**src/rtl/cmpc_pkg.sv**
```systemverilog
package cmpc_pkg;

  localparam int FLAG_BIT = 0;
  localparam int OUT_BIT  = 1;
  localparam int OE_BIT   = 2;
  localparam int NEG_BIT  = 3;
  localparam int POS_BIT  = 4;
  localparam int EN_BIT   = 5;

  typedef struct packed {
    logic en;
    logic pos;
    logic neg;
    logic oe;
  } cmpc_cfg_t;

  // Settle cycles = ceil(clk_hz * ns / 1e9)
  function automatic int unsigned settle_cycles(input longint unsigned clk_hz,
                                                input longint unsigned ns);
    longint unsigned prod;
    prod = clk_hz * ns;
    return int'((prod + 64'd999_999_999) / 64'd1_000_000_000);
  endfunction

  function automatic cmpc_cfg_t cfg_from_byte(input logic [7:0] b);
    cmpc_cfg_t c;
    c.en  = b[EN_BIT];
    c.pos = b[POS_BIT];
    c.neg = b[NEG_BIT];
    c.oe  = b[OE_BIT];
    return c;
  endfunction

  function automatic logic [7:0] cfg_to_byte(input cmpc_cfg_t c,
                                             input logic out_bit,
                                             input logic flag_bit);
    logic [7:0] b;
    b = 8'h00;
    b[EN_BIT]   = c.en;
    b[POS_BIT]  = c.pos;
    b[NEG_BIT]  = c.neg;
    b[OE_BIT]   = c.oe;
    b[OUT_BIT]  = out_bit;
    b[FLAG_BIT] = flag_bit;
    return b;
  endfunction

endpackage

```
**src/rtl/cmpc_sync.sv**
```systemverilog
module cmpc_sync #(
  parameter int STAGES = 2
) (
  input  logic clk,
  input  logic rst_n,
  input  logic clr,
  input  logic d,
  output logic q
);
  logic [STAGES-1:0] sh;

  always_ff @(posedge clk or negedge rst_n) begin
    if (!rst_n)   sh <= '0;
    else if (clr) sh <= '0;
    else          sh <= {sh[STAGES-2:0], d};
  end

  assign q = sh[STAGES-1];
endmodule

```
**src/rtl/cmpc_flag.sv**
```systemverilog
module cmpc_flag (
  input  logic clk,
  input  logic rst_n,
  input  logic en_now,
  input  logic en_next,
  input  logic out_bit,
  input  logic sw_clr,
  output logic change,
  output logic flag
);
  logic prev_q;
  logic flag_d;

  always_ff @(posedge clk or negedge rst_n) begin
    if (!rst_n) prev_q <= 1'b0;
    else        prev_q <= out_bit;
  end

  assign change = en_now & (out_bit ^ prev_q);

  // disable beats all; hardware set beats software clear
  always_comb begin
    if (!en_next)    flag_d = 1'b0;
    else if (change) flag_d = 1'b1;
    else if (sw_clr) flag_d = 1'b0;
    else             flag_d = flag;
  end

  always_ff @(posedge clk or negedge rst_n) begin
    if (!rst_n) flag <= 1'b0;
    else        flag <= flag_d;
  end
endmodule

```
**src/rtl/cmpc_settle.sv**
```systemverilog
module cmpc_settle #(
  parameter int unsigned CYCLES = 500
) (
  input  logic clk,
  input  logic rst_n,
  input  logic start,
  input  logic abort,
  output logic settling
);
  localparam int CW = $clog2(CYCLES + 1);
  logic [CW-1:0] cnt;

  always_ff @(posedge clk or negedge rst_n) begin
    if (!rst_n)          cnt <= '0;
    else if (abort)      cnt <= '0;
    else if (start)      cnt <= CW'(CYCLES);
    else if (cnt != '0)  cnt <= cnt - 1'b1;
  end

  assign settling = (cnt != '0);
endmodule

```
**src/rtl/cmpc_top.sv**
```systemverilog
module cmpc_top #(
  parameter logic [7:0]      BASE_ADDR = 8'hAC,
  parameter int unsigned     CLK_HZ    = 50_000_000,
  parameter int unsigned     SETTLE_NS = 10_000,
  parameter int              SYNC_STG  = 2
) (
  input  logic       clk,
  input  logic       rst_n,
  input  logic [7:0] bus_addr,
  input  logic       bus_wr,
  input  logic [7:0] bus_wdata,
  output logic [7:0] bus_rdata,
  input  logic       raw_cmp,
  input  logic       irq_en,
  output logic       cmp_on,
  output logic       pos_sel,
  output logic       neg_sel,
  output logic       pin_out,
  output logic       irq,
  output logic       settling
);
  import cmpc_pkg::*;

  localparam int unsigned SETTLE_CYC = settle_cycles(64'(CLK_HZ), 64'(SETTLE_NS));

  cmpc_cfg_t cfg_q, cfg_nxt;
  logic hit, wr_hit;
  logic ce_q, ce_nxt;
  logic sync_q, co_bit;
  logic sw_clr, co_change, flag_q;
  logic settle_start;
  logic unused_wbits;

  assign hit    = (bus_addr == BASE_ADDR);
  assign wr_hit = bus_wr & hit;

  assign cfg_nxt = wr_hit ? cfg_from_byte(bus_wdata) : cfg_q;

  always_ff @(posedge clk or negedge rst_n) begin
    if (!rst_n) cfg_q <= '0;
    else        cfg_q <= cfg_nxt;
  end

  assign ce_q   = cfg_q.en;
  assign ce_nxt = cfg_nxt.en;

  // reserved bits and the read-only result bit are not stored
  assign unused_wbits = ^{bus_wdata[7:6], bus_wdata[OUT_BIT]};

  cmpc_sync #(.STAGES(SYNC_STG)) u_sync (
    .clk   (clk),
    .rst_n (rst_n),
    .clr   (!ce_q),
    .d     (raw_cmp),
    .q     (sync_q)
  );

  assign co_bit = sync_q & ce_q;
  assign sw_clr = wr_hit & ~bus_wdata[FLAG_BIT];

  cmpc_flag u_flag (
    .clk     (clk),
    .rst_n   (rst_n),
    .en_now  (ce_q),
    .en_next (ce_nxt),
    .out_bit (co_bit),
    .sw_clr  (sw_clr),
    .change  (co_change),
    .flag    (flag_q)
  );

  assign settle_start = ce_nxt & ~ce_q;

  cmpc_settle #(.CYCLES(SETTLE_CYC)) u_settle (
    .clk      (clk),
    .rst_n    (rst_n),
    .start    (settle_start),
    .abort    (!ce_nxt),
    .settling (settling)
  );

  assign bus_rdata = hit ? cfg_to_byte(cfg_q, co_bit, flag_q) : 8'h00;
  assign cmp_on    = cfg_q.en;
  assign pos_sel   = cfg_q.pos;
  assign neg_sel   = cfg_q.neg;
  assign pin_out   = raw_cmp & cfg_q.oe & cfg_q.en;
  assign irq       = flag_q & irq_en;
endmodule

```
**config.mk**
```make
export PLATFORM = sky130hd
export DESIGN_NAME = cmpc_top
export DESIGN_NICKNAME = d
export VERILOG_FILES = /design/src/rtl/cmpc_pkg.sv /design/src/rtl/cmpc_sync.sv /design/src/rtl/cmpc_flag.sv /design/src/rtl/cmpc_settle.sv /design/src/rtl/cmpc_top.sv
export SDC_FILE = /design/constraint.sdc
export NUM_CORES = 1
export LEC_CHECK = 0
export ABC_AREA = 1
export BUFFER_PORTS_ARGS = -buffer_cell sky130_fd_sc_hd__buf_2
export CAP_MARGIN = 10
export CORE_MARGIN = 1.5
export CORE_UTILIZATION = 49
export DETAILED_ROUTE_END_ITERATION = 16
export GPL_TIMING_DRIVEN = 0
export PLACE_DENSITY = 0.78
export SYNTH_ARGS = -nofsm -noshare
export SYNTH_HDL_FRONTEND = slang
export SYNTH_SLANG_ARGS = --single-unit
```
**constraint.sdc**
```tcl
create_clock -name clk -period 1.6 [get_ports clk]
set_input_delay 0.24 -clock clk [delete_from_list [all_inputs] [get_ports clk]]
set_output_delay 0.24 -clock clk [all_outputs]
set_load 0.01 [all_outputs]
```
==> Yosys cells after proc, flatten, opt, wreduce, memory -nomap -nowiden <==
Index checks and enable logic that the tools add are counted.
{ "word_totals": {"regBits": 17, "wordCells": 33} }
{ "classes": {"addsub": 1, "eq_ne": 3, "mux": 9, "bitwise": 11, "n_reduce_logical": 1} }
{ "op_table": {"columns": ["cell", "count"], "rows": [
  ["9-bit two-way mux", 3],
  ["9-bit nonzero test", 1],
  ["9-bit by 1-bit subtractor with 9-bit output, second input constant", 1],
  ["1-bit bitwise AND", 8],
  ["8-bit equality test, second input constant", 1],
  ["6-bit two-way mux", 1],
  ["4-bit two-way mux", 1],
  ["1-bit two-way mux", 3],
  ["3-bit by 1-bit inequality test with 1-bit output, second input constant", 1],
  ["3-bit by 2-bit inequality test with 1-bit output, second input constant", 1],
  ["2-bit two-way mux", 1],
  ["1-bit NOT", 2],
  ["1-bit XOR", 1]
]} }

==> Logic depth before layout (Yosys ltp) <==
Gate-level depths: netlist of run 1.
{ "logic_depth": {"depth_word": 6, "ltp_mapped": 8, "depth_no_buf": 8} }

==> Modules after synthesis <==
A second synthesis of run 1 with hierarchy kept.
{ "hier_totals": {"cells_unflattened": 147, "hier_area_um2": 1037.2} }
{ "by_module_without_submodules": {"columns": ["module", "instances", "cells_per_inst", "area_each_um2"], "rows": [
  ["cmpc_settle", 1, 74, 521.8],
  ["cmpc_top", 1, 55, 351.6],
  ["cmpc_flag", 1, 12, 98.8],
  ["cmpc_sync", 1, 6, 65.1]
]} }

==> Least setup slack after synthesis of run 1 <==
No wires, ideal clock.
{ "synth_path": {"path_kind": "reg-to-reg", "startpoint": "register u_settle.cnt[0]", "endpoint": "register u_settle.cnt[7]", "t_arrival_ns": 1.192, "required_ns": 1.476, "path_slack_ns": 0.284, "stages_incl_launch_ff": 8, "path_buffers": 0, "synth_period_minus_slack_ns": 1.316, "path_cell_list": "dfrtp_1 -> inv_1 -> ha_1 -> nand3_2 -> nor3_4 -> nand2_2 -> nand2_4 -> a21oi_2"} }
{ "synth_between": {"elab_chain_cells": 4, "word_cells_on_any_way": 6} }
{ "synth_rtl": {"columns": ["element", "line", "text"], "rows": [
  ["start, declared", "cmpc_settle.sv:11", "logic [CW-1:0] cnt;"],
  ["start signal, assigned", "cmpc_settle.sv:16", "else if (start) cnt <= CW'(CYCLES);"],
  ["start signal, assigned", "cmpc_settle.sv:17", "else if (cnt != '0) cnt <= cnt - 1'b1;"],
  ["9-bit by 1-bit subtractor with 9-bit output", "cmpc_settle.sv:17", null],
  ["9-bit two-way mux", "cmpc_settle.sv:17", null],
  ["9-bit two-way mux", "cmpc_settle.sv:16", null],
  ["9-bit two-way mux", "cmpc_settle.sv:15", "else if (abort) cnt <= '0;"]
]} }
Several ways; a longest one is shown, not always the timed one. The select of a mux whose other input is x is not followed.
A chain may end at the register's enable or synchronous reset.

==> Final worst setup path of run 1 <==
{ "layout_path": {"startpoint": "register u_settle.cnt[1]", "endpoint": "output port settling"} }
{ "layout_between": {"elab_chain_cells": 1} }
{ "layout_rtl": {"columns": ["element", "line", "text"], "rows": [
  ["9-bit nonzero test", "cmpc_settle.sv:20", "assign settling = (cnt != '0);"],
  ["end, declared", "cmpc_top.sv:20", "output logic settling"]
]} }
Every way passes these cells.

==> results, run 1 <==
- The flow ran to the end, but the final reports show violations.
- The checks that failed: setup timing.
- The total count of max-transition violations in the final report is 0.
- For this design the static power due to leakage is 0.0007636 uW.
- The synthesized instance count is 126.
- The remaining global-route overflow is 0.
- Counting instances in the post-synthesis netlist gives the leading cell types as 23 x sky130_fd_sc_hd__inv_1, 20 x sky130_fd_sc_hd__nand2_1, 17 x sky130_fd_sc_hd__dfrtp_1, 11 x sky130_fd_sc_hd__nor2_1.
- For the worst setup path, the data required time is 1.36 ns.
- The met3 global-route usage is 2.147%.
- The number of cells on the worst reg-to-reg path is 8.
- The share of synthesized area occupied by flip-flops and latches is 40.82%.
- Sorting the synthesized cells by area gives the leading types as sky130_fd_sc_hd__dfrtp_1 41%, sky130_fd_sc_hd__inv_1 8.3%, sky130_fd_sc_hd__nand2_1 7.2%, sky130_fd_sc_hd__a21oi_2 5.0%, sky130_fd_sc_hd__nor2_1 4.0%.
- In this run the horizontal extent of the chip is 49.12 um.
- Along the worst path, the maximum fanout reaches 4.
- The number of setup violations in the final report is 1.
- Summing all multi-input logic gate instances after layout gives 520.5 um^2.
- Across every metal layer, demand over resource in global routing totals 20.37%.
- The worst stage delay on the critical path is 0.42 ns.
- Clock-pin slew was measured on the worst setup and hold paths at 0.11 ns.
- By instance count, the leading cell after synthesis is sky130_fd_sc_hd__inv_1.
- The design draws 911.8 uW.
- The global-route wire length before repair is 3884 um.
- The effective utilization at floorplan is 52.59%.
- The cell area after technology mapping is 0.001042 mm^2.
- After synthesis, the mean cell area works out to 8.272 um^2.
- The total CTS buffers is 3.
- In this run, synthesis produced a sequential element count of 17.
- The kind of cell adding the most delay to the critical path is flip-flops.
- The power density of the placed cells is 666.1 mW/mm^2.
- The min-delay analysis places its worst path in the category input pin to flop.
- The final worst-path cycle share is 100.2%.
- Wires add up to 2286 um.
- Summed over all failing endpoints, the final setup total negative slack is -0.002740 ns.
- The clock tree buffer depth is 2.
- The clock latency on the worst-skew pair is 0.29 ns.
- The setup path with the least slack is of type flop to output port.
- The die height is 49.12 um.
- The number of antenna-violating nets in the routed design is 0.
- In this run the clock root is driven by a sky130_fd_sc_hd__clkbuf_4.
- The post-route clock skew is 0.004942 ns.
- For this run, the leading register cell type out of synthesis is sky130_fd_sc_hd__dfrtp_1.
- The worst-case IR drop observed on VDD is 0.7341 mV.
- Counting instances, the worst hold path has a depth of 3.
- The placeable core region is 0.001982 mm^2.
- The top-level I/O count is 35.
- The global-route met1 utilization is 25.60%.
- Max-cap violations in this run came to 0.
- CTS built an H-tree with a depth of 1.
- The die footprint is 0.002413 mm^2.
- In the routed layout, each cell is associated on average with a via count of 4.863.
- The most used routing layer in global routing is met2.
- The count of flip-flops with a built-in enable after synthesis is 0.
- The met2 usage is 36.94%.
- The number of logic stages on the critical path including buffering is 6.
- The violation count after the first detailed-route iteration is 19.
- The TritonCTS sink count is 17.
- The post-detailed-route DRC marker count is 0.
- In the final layout, flip-flops and latches occupy 425.4 um^2.
- The post-layout minimum cycle time is 1.603 ns.
- The total number of placement rows is 16.
- The TritonCTS clock tree is done.
- At the placement stage, the worst setup path has a slack of 0.1386 ns.
- Once routing completed, OpenROAD measured the worst setup slack at -0.002740 ns.
- The number of antenna repair diodes is 0.
- In the synthesized netlist the async set-or-reset flop fraction comes to 100.0%.
- Walking the worst path, the cells encountered are inv_2 > ha_4 > nand3_4 > nor2_4 > nand2_4 > buf_6.
- Setup repair after global routing could not meet its margin everywhere.
- The number of buffers and inverters on the critical path is 2.
- The share of the synthesized area in the top cell type is 40.82%.
- In the final design database the tool counted 193 nets.
- Port buffering added 29 buffers.
- After synthesis, the netlist uses 29 different library cells.
- Entering global routing, the biggest net connects 18 pins.
- The number of synthesis warnings is 0.
- The HPWL reported at the end of detailed placement is 1620 um.
- The routed length per instance is 11.60 um.
- For the worst setup path, the data arrival time is 1.36 ns.
- STA classifies the critical path startpoint as a flop.
- Timing would allow up to 623.9 MHz.
- The number of inserted filler cells in the final layout is 154.
- The leading area contributor after synthesis is sky130_fd_sc_hd__dfrtp_1.
- The final hold violation count came to 0.
- The worst setup path is captured at an output port.
- The placer congestion estimate is 0.7488.
- The share of final-layout standard cells stronger than drive strength 1 is 44.12%.
- The via count is 958.
- The cell type of the slowest stage on the worst timing path is sky130_fd_sc_hd__dfrtp_1.
- The number of global-route vias before repair is 927.
- The area overhead of the layout relative to synthesis is 31.33%.
- Before antenna repair, the detailed router went through 4 iterations.
- The initial antenna violation count was 0.
## cell usage in the layout (no fill, tap or decap), types with 4 or more instances in the layout
cell | netlist | layout
sky130_fd_sc_hd__buf_2 | 0 | 28
sky130_fd_sc_hd__inv_1 | 23 | 21
sky130_fd_sc_hd__inv_2 | 3 | 5
sky130_fd_sc_hd__nor2_1 | 11 | 10
sky130_fd_sc_hd__o21ai_0 | 6 | 6
sky130_fd_sc_hd__nand4_1 | 4 | 4
sky130_fd_sc_hd__nand3_1 | 5 | 5
sky130_fd_sc_hd__nand2_1 | 20 | 20
sky130_fd_sc_hd__dfrtp_1 | 17 | 17
sky130_fd_sc_hd__buf_4 | 3 | 12
sky130_fd_sc_hd__a21oi_2 | 6 | 6
## stage by stage
| step | hold WS, ns | instances | util (%) | cell area (um^2) |
|---|---|---|---|---|
| 2_1_floorplan | -0.05559 | 127 | - | 1046 |
| 3_3_place_gp | 0.1792 | 183 | 61.81 | 1225 |
| 3_5_place_dp | 0.1824 | 183 | 61.81 | 1225 |
| 4_1_cts | 0.1583 | 192 | 66.60 | 1320 |
| 5_1_grt | 0.1592 | 197 | 69.07 | 1369 |
| 6_report | 0.1552 | 197 | 69.07 | 1369 |
## layout make-up
type,count,share of cell area (%)
Multi-Input combinational cell,79,38.03
Sequential cell,17,31.08
Timing Repair Buffer,39,16.73
Inverter,28,8.044
Tap cell,27,2.468
Clock buffer,3,1.645
Buffer,3,1.645
Clock inverter,1,0.3656
## registers in the layout, indices dropped and copies added, names as in the netlist
name / count
u_settle.cnt: 9
u_sync.sh: 2
cfg_q: 1
cmp_on: 1
neg_sel: 1
pos_sel: 1
u_flag.flag: 1
u_flag.prev_q: 1
## worst paths after layout
path	startpoint	to	slack (ns)
worst max-delay path	u_settle.cnt[1]	settling	-0.003
worst min-delay path	bus_wdata[2]	cfg_q[0]	0.16
worst max register to register	u_settle.cnt[1]	u_settle.cnt[4]	0.12
worst min register to register	u_sync.sh[0]	u_sync.sh[1]	0.45
max in group asynchronous	rst_n	pos_sel	0.93
min in group asynchronous	rst_n	u_settle.cnt[2]	0.39
## report_power, final
group	internal, uW	switching, uW	leakage (uW)
logic	93.6	129	0.000523
clock network	92.8	144	0.0000177
registers	444	8.03	0.000223
## metal layers
metal  wire length [um]  vias up
met4                 13        0
li1                   -      474
met2               1232       25
met5                  0        -
met3                 84        2
met1                955      457
## worst reg2reg max path, delay by kind of cell (launching register included)
kind            cells  cell delay, ns
fa+ha+maj           1            0.14
simple gates        4            0.55
flops               1            0.42
buf+inv             2            0.25
compound gates      1            0.04
## timing repair
| action | CTS | global route |
|---|---|---|
| endpoints found under the setup margin | 1 | 2 |
| gates resized for setup | 7 | 2 |
| pin swaps | 3 | 3 |
| buffers inserted | 4 | 5 |
| hold buffers | 1 | 0 |
| hold endpoints to repair | 17 | 0 |
## kinds of logic (layout without fill, tap and decap cells)
kind of cell / Yosys count / after routing / synth area share [%]
AND/OR/NAND/NOR: 57 / 57 / 32.53
buffers and inverters: 31 / 74 / 12.72
AO/OA/AOI/OAI: 17 / 17 / 10.68
flip-flops: 17 / 17 / 40.82
XOR/XNOR: 2 / 2 / 1.681
adder cells (fa/ha/maj): 1 / 1 / 1.200
other: 1 / 2 / 0.3598
Note: power is estimated with default switching activity, not from simulation.
==> run 2: changes to the inputs <==
Settings changed: CELL_PAD_IN_SITES_DETAIL_PLACEMENT set to 2, CELL_PAD_IN_SITES_GLOBAL_PLACEMENT set to 2, CORE_UTILIZATION 49 to 26, PLACE_DENSITY 0.78 to not set, PLACE_DENSITY_LB_ADDON set to 0.1, SYNTH_HIERARCHICAL set to 1.
==> results, run 2 <==
- The flow ran to the end, and the final reports show no timing, DRC or antenna violations.
- The number of detailed-route iterations in the first pass is 3 (-1).
- The total CTS buffers is 3 (unchanged).
- The global-route wire length before repair is 4885 um (+26%).
- The static power due to leakage was 0.0007471 uW (-2.2%).
- The via count is 1027 (+7.2%).
- The final worst-path cycle share is 94.99% (-5.2 points).
- The placeable core region came to 0.003744 mm^2 (+89%).
- The die extent in x came to 66.05 um (+34%).
- The number of setup violations in the final report is 0 (-1).
- The largest net degree at the start of global routing is 18 (unchanged).
- Counting flops per register, the top entry is u_settle/cnt.
- The post-detailed-route DRC marker count came to 0 (unchanged).
- The total wirelength of the detailed-routed design is 2877 um (+26%).
- Compared with the post-synthesis result, the final layout area differs by 30.63%.
- The number of flip-flops in the largest register came to 9 (unchanged).
- The TritonCTS clock tree is done.
- The number of antenna repair diodes came to 0 (unchanged).
- The post-layout minimum cycle time came to 1.520 ns (-0.08296 ns).
- The worst setup path is launched from a flop.
- The number of buffers added on ports is 29 (unchanged).
- The HPWL reported at the end of detailed placement is 2243 um (+38%).
- The clock latency on the worst-skew pair came to 0.25 ns (-0.04 ns).
- The cell area after placement is 0.001242 mm^2 (+1.4%).
- The clock-pin slew of the registers on the worst-case setup and hold paths came to 0.07 ns (-0.04 ns).
- The number of global-route vias before repair was 1109 (+20%).
- The routed length per instance is 12.40 um (+6.9%).
- The clock tree buffer depth came to 2 (unchanged).
- The worst slack on hold paths was 0.2103 ns (+0.05512 ns).
- The final-stage net count was 207 (+7.3%).
- The kind of cell adding the most delay to the critical path is simple AND/OR/NAND/NOR gates.
- The via density per instance is 4.427 (-9.0%).
- The final hold violation count is 0 (unchanged).
- The number of H-tree levels came to 1 (unchanged).
- The number of synthesis warnings is 6 (+6).
- The total routing resource utilization after global routing was 14.41% (-6.0 points).
- The number of antenna-violating nets in the routed design was 0 (unchanged).
- The number of buffers and inverters on the critical path is 1 (-1).
- The placer congestion estimate is 0.7061 (-5.7%).
- The violation count after the first detailed-route iteration is 13 (-6).
- The largest registers in the layout are u_settle/cnt (9), u_sync/sh (2).
- The die height is 66.05 um (+34%).
- The sequential cell area in the final layout is 427.9 um^2 (+0.59%).
- The number of max-cap violations is 0 (unchanged).
- The cell type of the slowest stage on the worst timing path is sky130_fd_sc_hd__dfrtp_1.
- The worst supply voltage drop on vdd is 0.2991 mV (-59%).
- The worst min-delay path category is input pin to flop.
- The mean post-synth cell area is 7.079 um^2 (-14%).
- The critical path goes through nor2_2 > nand2_4 > nor2_4 > nand2_2 > buf_2.
- The effective utilization at floorplan is 27.61% (-25 points).
- The die footprint came to 0.004362 mm^2 (+81%).
- The required time at the worst-slack endpoint is 1.36 ns (about the same).
- The initial antenna violation count came to 0 (unchanged).
- The number of inserted filler cells in the final layout is 488 (+220%).
- The element type at the critical path end is an output port.
- The total count of max-transition violations in the final report is 0 (unchanged).
- The cell sitting at the root of the clock tree is a sky130_fd_sc_hd__clkbuf_8.
- The biggest fanout along the worst timing path is 4 (unchanged).
- The cell area after technology mapping came to 0.001033 mm^2 (-0.84%).
- The total number of placement rows is 22 (+6).
- The synthesized instance count came to 146 (+16%).
- The share of final-layout standard cells stronger than drive strength 1 is 32.61% (-12 points).
- The TritonCTS sink count was 17 (unchanged).
- The worst stage delay on the critical path is 0.42 ns (about the same).
- The fmax is 658.0 MHz (+5.5%).
- The post-route standard cell area excluding fillers is 0.001350 mm^2 (-1.4%).
- The post-route clock skew was 0.002659 ns (-0.002283 ns).
- The area taken by multi-input logic gates was 508.0 um^2 (-2.4%).
- The remaining global-route overflow is 0 (unchanged).
- The critical path is of the flop to output port type.
- The top-level I/O count is 35 (unchanged).
- The power density of the placed cells came to 735.9 mW/mm^2 (+10%).
- The arrival time at the worst endpoint was 1.28 ns (-0.08 ns).
- In the layout the commonest cells are 29 x sky130_fd_sc_hd__nand2_1, 29 x sky130_fd_sc_hd__buf_2, 28 x sky130_fd_sc_hd__inv_1, 28 x sky130_fd_sc_hd__nor2_1, 15 x sky130_fd_sc_hd__dfrtp_1.
==> run 2: cell count changes in the layout (fill, tap and decap cells not counted), sizes merged <==
| cell | delta |
|---|---|
| a21oi | -5 |
| buf | -7 |
| clkinv | -3 |
| clkbuf | +1 |
| o21ai | -4 |
| inv | +5 |
| nor2 | +20 |
| nand2 | +9 |
| nor3b | -1 |
| xnor2 | -1 |
==> run 2: worst register-to-register path, stage by stage, from the launching register on <==
cell	delay (ns)
sky130_fd_sc_hd__dfrtp_2	0.42
sky130_fd_sc_hd__inv_1	0.13
sky130_fd_sc_hd__nand2_1	0.10
sky130_fd_sc_hd__nand2_1	0.08
sky130_fd_sc_hd__nor2_1	0.22
sky130_fd_sc_hd__nand3_2	0.14
sky130_fd_sc_hd__nand2_2	0.14
sky130_fd_sc_hd__nor2_1	0.06
==> run 2: layout make-up <==
class,instances,area share [%]
clock buffer,4,3.336
timing repair buffer,33,13.16
tap,48,4.449
multi-input combinational,97,37.63
inverter,31,8.619
sequential,17,31.70
buffer,2,1.112
==> run 2: path summary, 6_finish.rpt <==
kind / startpoint / to / slack [ns] / depth (start not counted)
max in group asynchronous: rst_n / u_settle/cnt[5] / 0.81 / 2
worst min-delay path: raw_cmp / u_sync/sh[0] / 0.21 / 3
worst max register to register: cmp_on / u_settle/cnt[4] / 0.19 / 7
worst max-delay path: u_settle/cnt[3] / settling / 0.08 / 5
min in group asynchronous: rst_n / cfg_q[0] / 0.48 / 2
worst min register to register: u_sync/sh[0] / u_sync/sh[1] / 0.47 / 2
==> run 2: per-layer routing <==
metal  vias up  wire [um]  global-route usage (%)
met5         -          0                       0
met4         0         13                   2.296
met1       500       1106                   14.59
li1        510          -                       -
met2        15       1671                   30.43
met3         2         85                   2.385
==> run 2: timing repair <==
item	in CTS	in global routing
buffers inserted	1	2
hold buffers	1	0
endpoints found under the setup margin	1	6
hold endpoints to repair	17	0
pin swaps	0	1
gates resized for setup	4	7
==> run 2: metrics by stage <==
step	TNS [ns]	power (uW)	setup slack [ns]	utilization, %	instances
6_report	0	993.5	0.08022	36.06	232
2_1_floorplan	0	584.5	0.3026	-	147
3_3_place_gp	-0.2357	648.3	-0.05499	33.19	224
3_5_place_dp	-0.5035	659.2	-0.09414	33.19	224
4_1_cts	0	992.5	0.008654	35.19	230
5_1_grt	-0.006806	1064	-0.006806	36.06	232
==> run 2: power breakdown <==
part	switching [uW]	internal [uW]	total, uW
registers	15.1	444	459
logic	128	87.9	216
clock network	142	176	319
==> run 3: changes to the inputs <==
Settings changed: CORE_UTILIZATION 26 to 27, REMOVE_ABC_BUFFERS set to 1, SYNTH_HIERARCHICAL 1 to not set.
==> results, run 3 (synthesis results as in run 1) <==
- The via count came to 955 (-7.0%).
- The total wirelength of the detailed-routed design came to 2776 um (-3.5%).
- The largest registers in the layout are u_settle.cnt (9), u_sync.sh (2).
- The total count of max-transition violations in the final report is 0 (unchanged).
- The initial antenna violation count is 0 (unchanged).
- The static power due to leakage is 0.0007396 uW (-1.0%).
- The clock latency on the worst-skew pair came to 0.25 ns (about the same).
- The setup slack after placement is 0.06509 ns (+0.1592 ns).
- The proportion of total power due to net switching is 29.75% (+1.0 points).
- The final-stage net count is 187 (-9.7%).
- The die extent in x was 65.13 um (-1.4%).
- The sequential cell area in the final layout is 426.7 um^2 (-0.29%).
- The number of setup violations in the final report is 0 (unchanged).
- The internal power of the cells was 708.9 uW (+0.14%).
- The tree is rooted in a sky130_fd_sc_hd__clkbuf_8.
- The total CTS buffers is 3 (unchanged).
- The post-detailed-route DRC marker count came to 0 (unchanged).
- Counting flops per register, the top entry is u_settle.cnt.
- The TritonCTS sink count is 17 (unchanged).
- The placeable core region is 0.003689 mm^2 (-1.5%).
- The worst supply voltage drop on vdd is 0.5049 mV (+69%).
- The total number of placement rows is 22 (unchanged).
- The number of global-route vias before repair came to 997 (-10%).
- The library cell used most frequently in the layout, excluding fill and tap cells, is sky130_fd_sc_hd__buf_2.
- The fmax is 647.8 MHz (-1.6%).
- The run finished with clean final reports.
- The worst path setup slack after routing is 0.05621 ns (-0.02401 ns).
- The placer congestion estimate is 0.7130 (+0.98%).
- The number of flip-flops in the largest register is 9 (unchanged).
- The final hold violation count came to 0 (unchanged).
- The number of inserted filler cells in the final layout is 457 (-6.4%).
- The clock tree buffer depth came to 2 (unchanged).
- The element type at the critical path end is an output port.
- The violation count after the first detailed-route iteration came to 30 (+17).
- The area overhead of the layout relative to synthesis is 31.45%.
- The total routing resource utilization after global routing is 14.69% (+0.28 points).
- The number of antenna-violating nets in the routed design is 0 (unchanged).
- The HPWL reported at the end of detailed placement is 2089 um (-6.9%).
- The combinational share of power is 22.0% (+0.3 points).
- The via density per instance is 4.505 (+1.8%).
- The number of detailed-route iterations in the first pass was 2 (-1).
- The final worst-path cycle share was 96.49% (+1.5 points).
- The worst setup path is launched from a flop.
- The area taken by multi-input logic gates is 520.5 um^2 (+2.5%).
- The global-route wire length before repair is 4664 um (-4.5%).
- The share of total power in the clock network is 32.7% (+0.6 points).
- The biggest fanout along the worst timing path is 4 (unchanged).
- The TritonCTS clock tree is done.
- The number of buffers added on ports is 29 (unchanged).
- The number of H-tree levels is 1 (unchanged).
- The number of max-cap violations is 0 (unchanged).
- The worst min-delay path category is input pin to flop.
- The core occupancy in the finished layout is 37.14% (+1.1 points).
- The clock-pin slew of the registers on the worst-case setup and hold paths was 0.07 ns (about the same).
- The routed length per instance is 13.09 um (+5.6%).
- The share of final-layout standard cells stronger than drive strength 1 came to 42.68% (+10 points).
- The post-route clock skew was 0.001124 ns (-0.001535 ns).
- The arrival time at the worst endpoint is 1.30 ns (+0.02 ns).
- The power density of the placed cells is 736.5 mW/mm^2 (about the same).
- The remaining global-route overflow is 0 (unchanged).
- The largest net degree at the start of global routing was 18 (unchanged).
- The die height is 65.13 um (-1.4%).
- The number of antenna repair diodes came to 0 (unchanged).
- The die footprint is 0.004242 mm^2 (-2.8%).
- The required time at the worst-slack endpoint is 1.36 ns (about the same).
- Leaving out fill and tap cells, the most frequent cells in the layout are 28 x sky130_fd_sc_hd__buf_2, 21 x sky130_fd_sc_hd__inv_1, 20 x sky130_fd_sc_hd__nand2_1.
- The top-level I/O count was 35 (unchanged).
- The relative contribution of sequential cells to total power is 45.3% (-0.9 points).
- The switching power was 300.2 uW (+5.1%).
- The post-layout minimum cycle time is 1.544 ns (+0.02401 ns).
- The effective utilization at floorplan is 28.26% (+0.65 points).
- The type of the worst setup path is flop to output port.
## run 3: path summary, 6_finish.rpt
kind                                       from              end  slack (ns)  cells after the start
worst max-delay path            u_settle.cnt[1]         settling        0.06                      6
worst min-delay path               bus_wdata[3]          neg_sel        0.19                      3
worst max register to register  u_settle.cnt[1]  u_settle.cnt[7]        0.11                      8
worst min register to register     u_sync.sh[0]     u_sync.sh[1]        0.44                      2
max in group asynchronous                 rst_n           cmp_on        0.83                      2
min in group asynchronous                 rst_n          neg_sel        0.45                      2
## run 3: routing by layer
layer  vias up  global-route usage [%]  wire [um]
met1       472                   16.94       1124
li1        464                       -          -
met5         -                       0          0
met4         0                   2.344         19
met3         2                   4.110        107
met2        17                   27.45       1525
## run 3: layout make-up
class                      instances  share of cell area (%)
inverter                          28                   8.037
sequential                        17                   31.14
multi-input combinational         79                   37.99
timing repair buffer              36                   15.07
clock inverter                     1                  0.3653
clock buffer                       3                   3.014
tap                               48                   4.384
## run 3: power by group through the flow
stage	clock, uW	combinational, uW	sequential [uW]
2_1_floorplan	0	111	465
3_3_place_gp	0	177	465
3_5_place_dp	0	187	465
4_1_cts	348	200	457
5_1_grt	366	248	459
6_report	330	222	457
## run 3: per-stage QoR
| stage | cell area, um^2 | total power (uW) | TNS, ns | hold WS (ns) | instances |
|---|---|---|---|---|---|
| after floorplan | 1023 | 576.6 | 0 | -0.05559 | 124 |
| after global placement | 1229 | 641.5 | 0 | 0.2051 | 201 |
| after detailed placement | 1229 | 652.4 | 0 | 0.2131 | 201 |
| after CTS | 1321 | 1005 | -0.02174 | 0.1817 | 207 |
| after global routing | 1370 | 1073 | -0.001835 | 0.2130 | 212 |
| final | 1370 | 1009 | 0 | 0.1863 | 212 |
## run 3: repair_timing
action                                 in CTS  in global routing
gates cloned                                0                  0
endpoints found under the hold margin      17                  0
setup buffers                               1                  5
hold buffers                                1                  0
pin swaps                                   1                  2
setup endpoints to repair                   2                  1
gates resized for setup                     8                  2
## run 3: worst max-delay path, stage by stage, from the launching register on
cell and delay, ns:
sky130_fd_sc_hd__dfrtp_1 0.40, sky130_fd_sc_hd__inv_2 0.09, sky130_fd_sc_hd__ha_4 0.15, sky130_fd_sc_hd__nand3_4 0.08, sky130_fd_sc_hd__nor2_4 0.13, sky130_fd_sc_hd__nand2_4 0.08, sky130_fd_sc_hd__buf_6 0.12
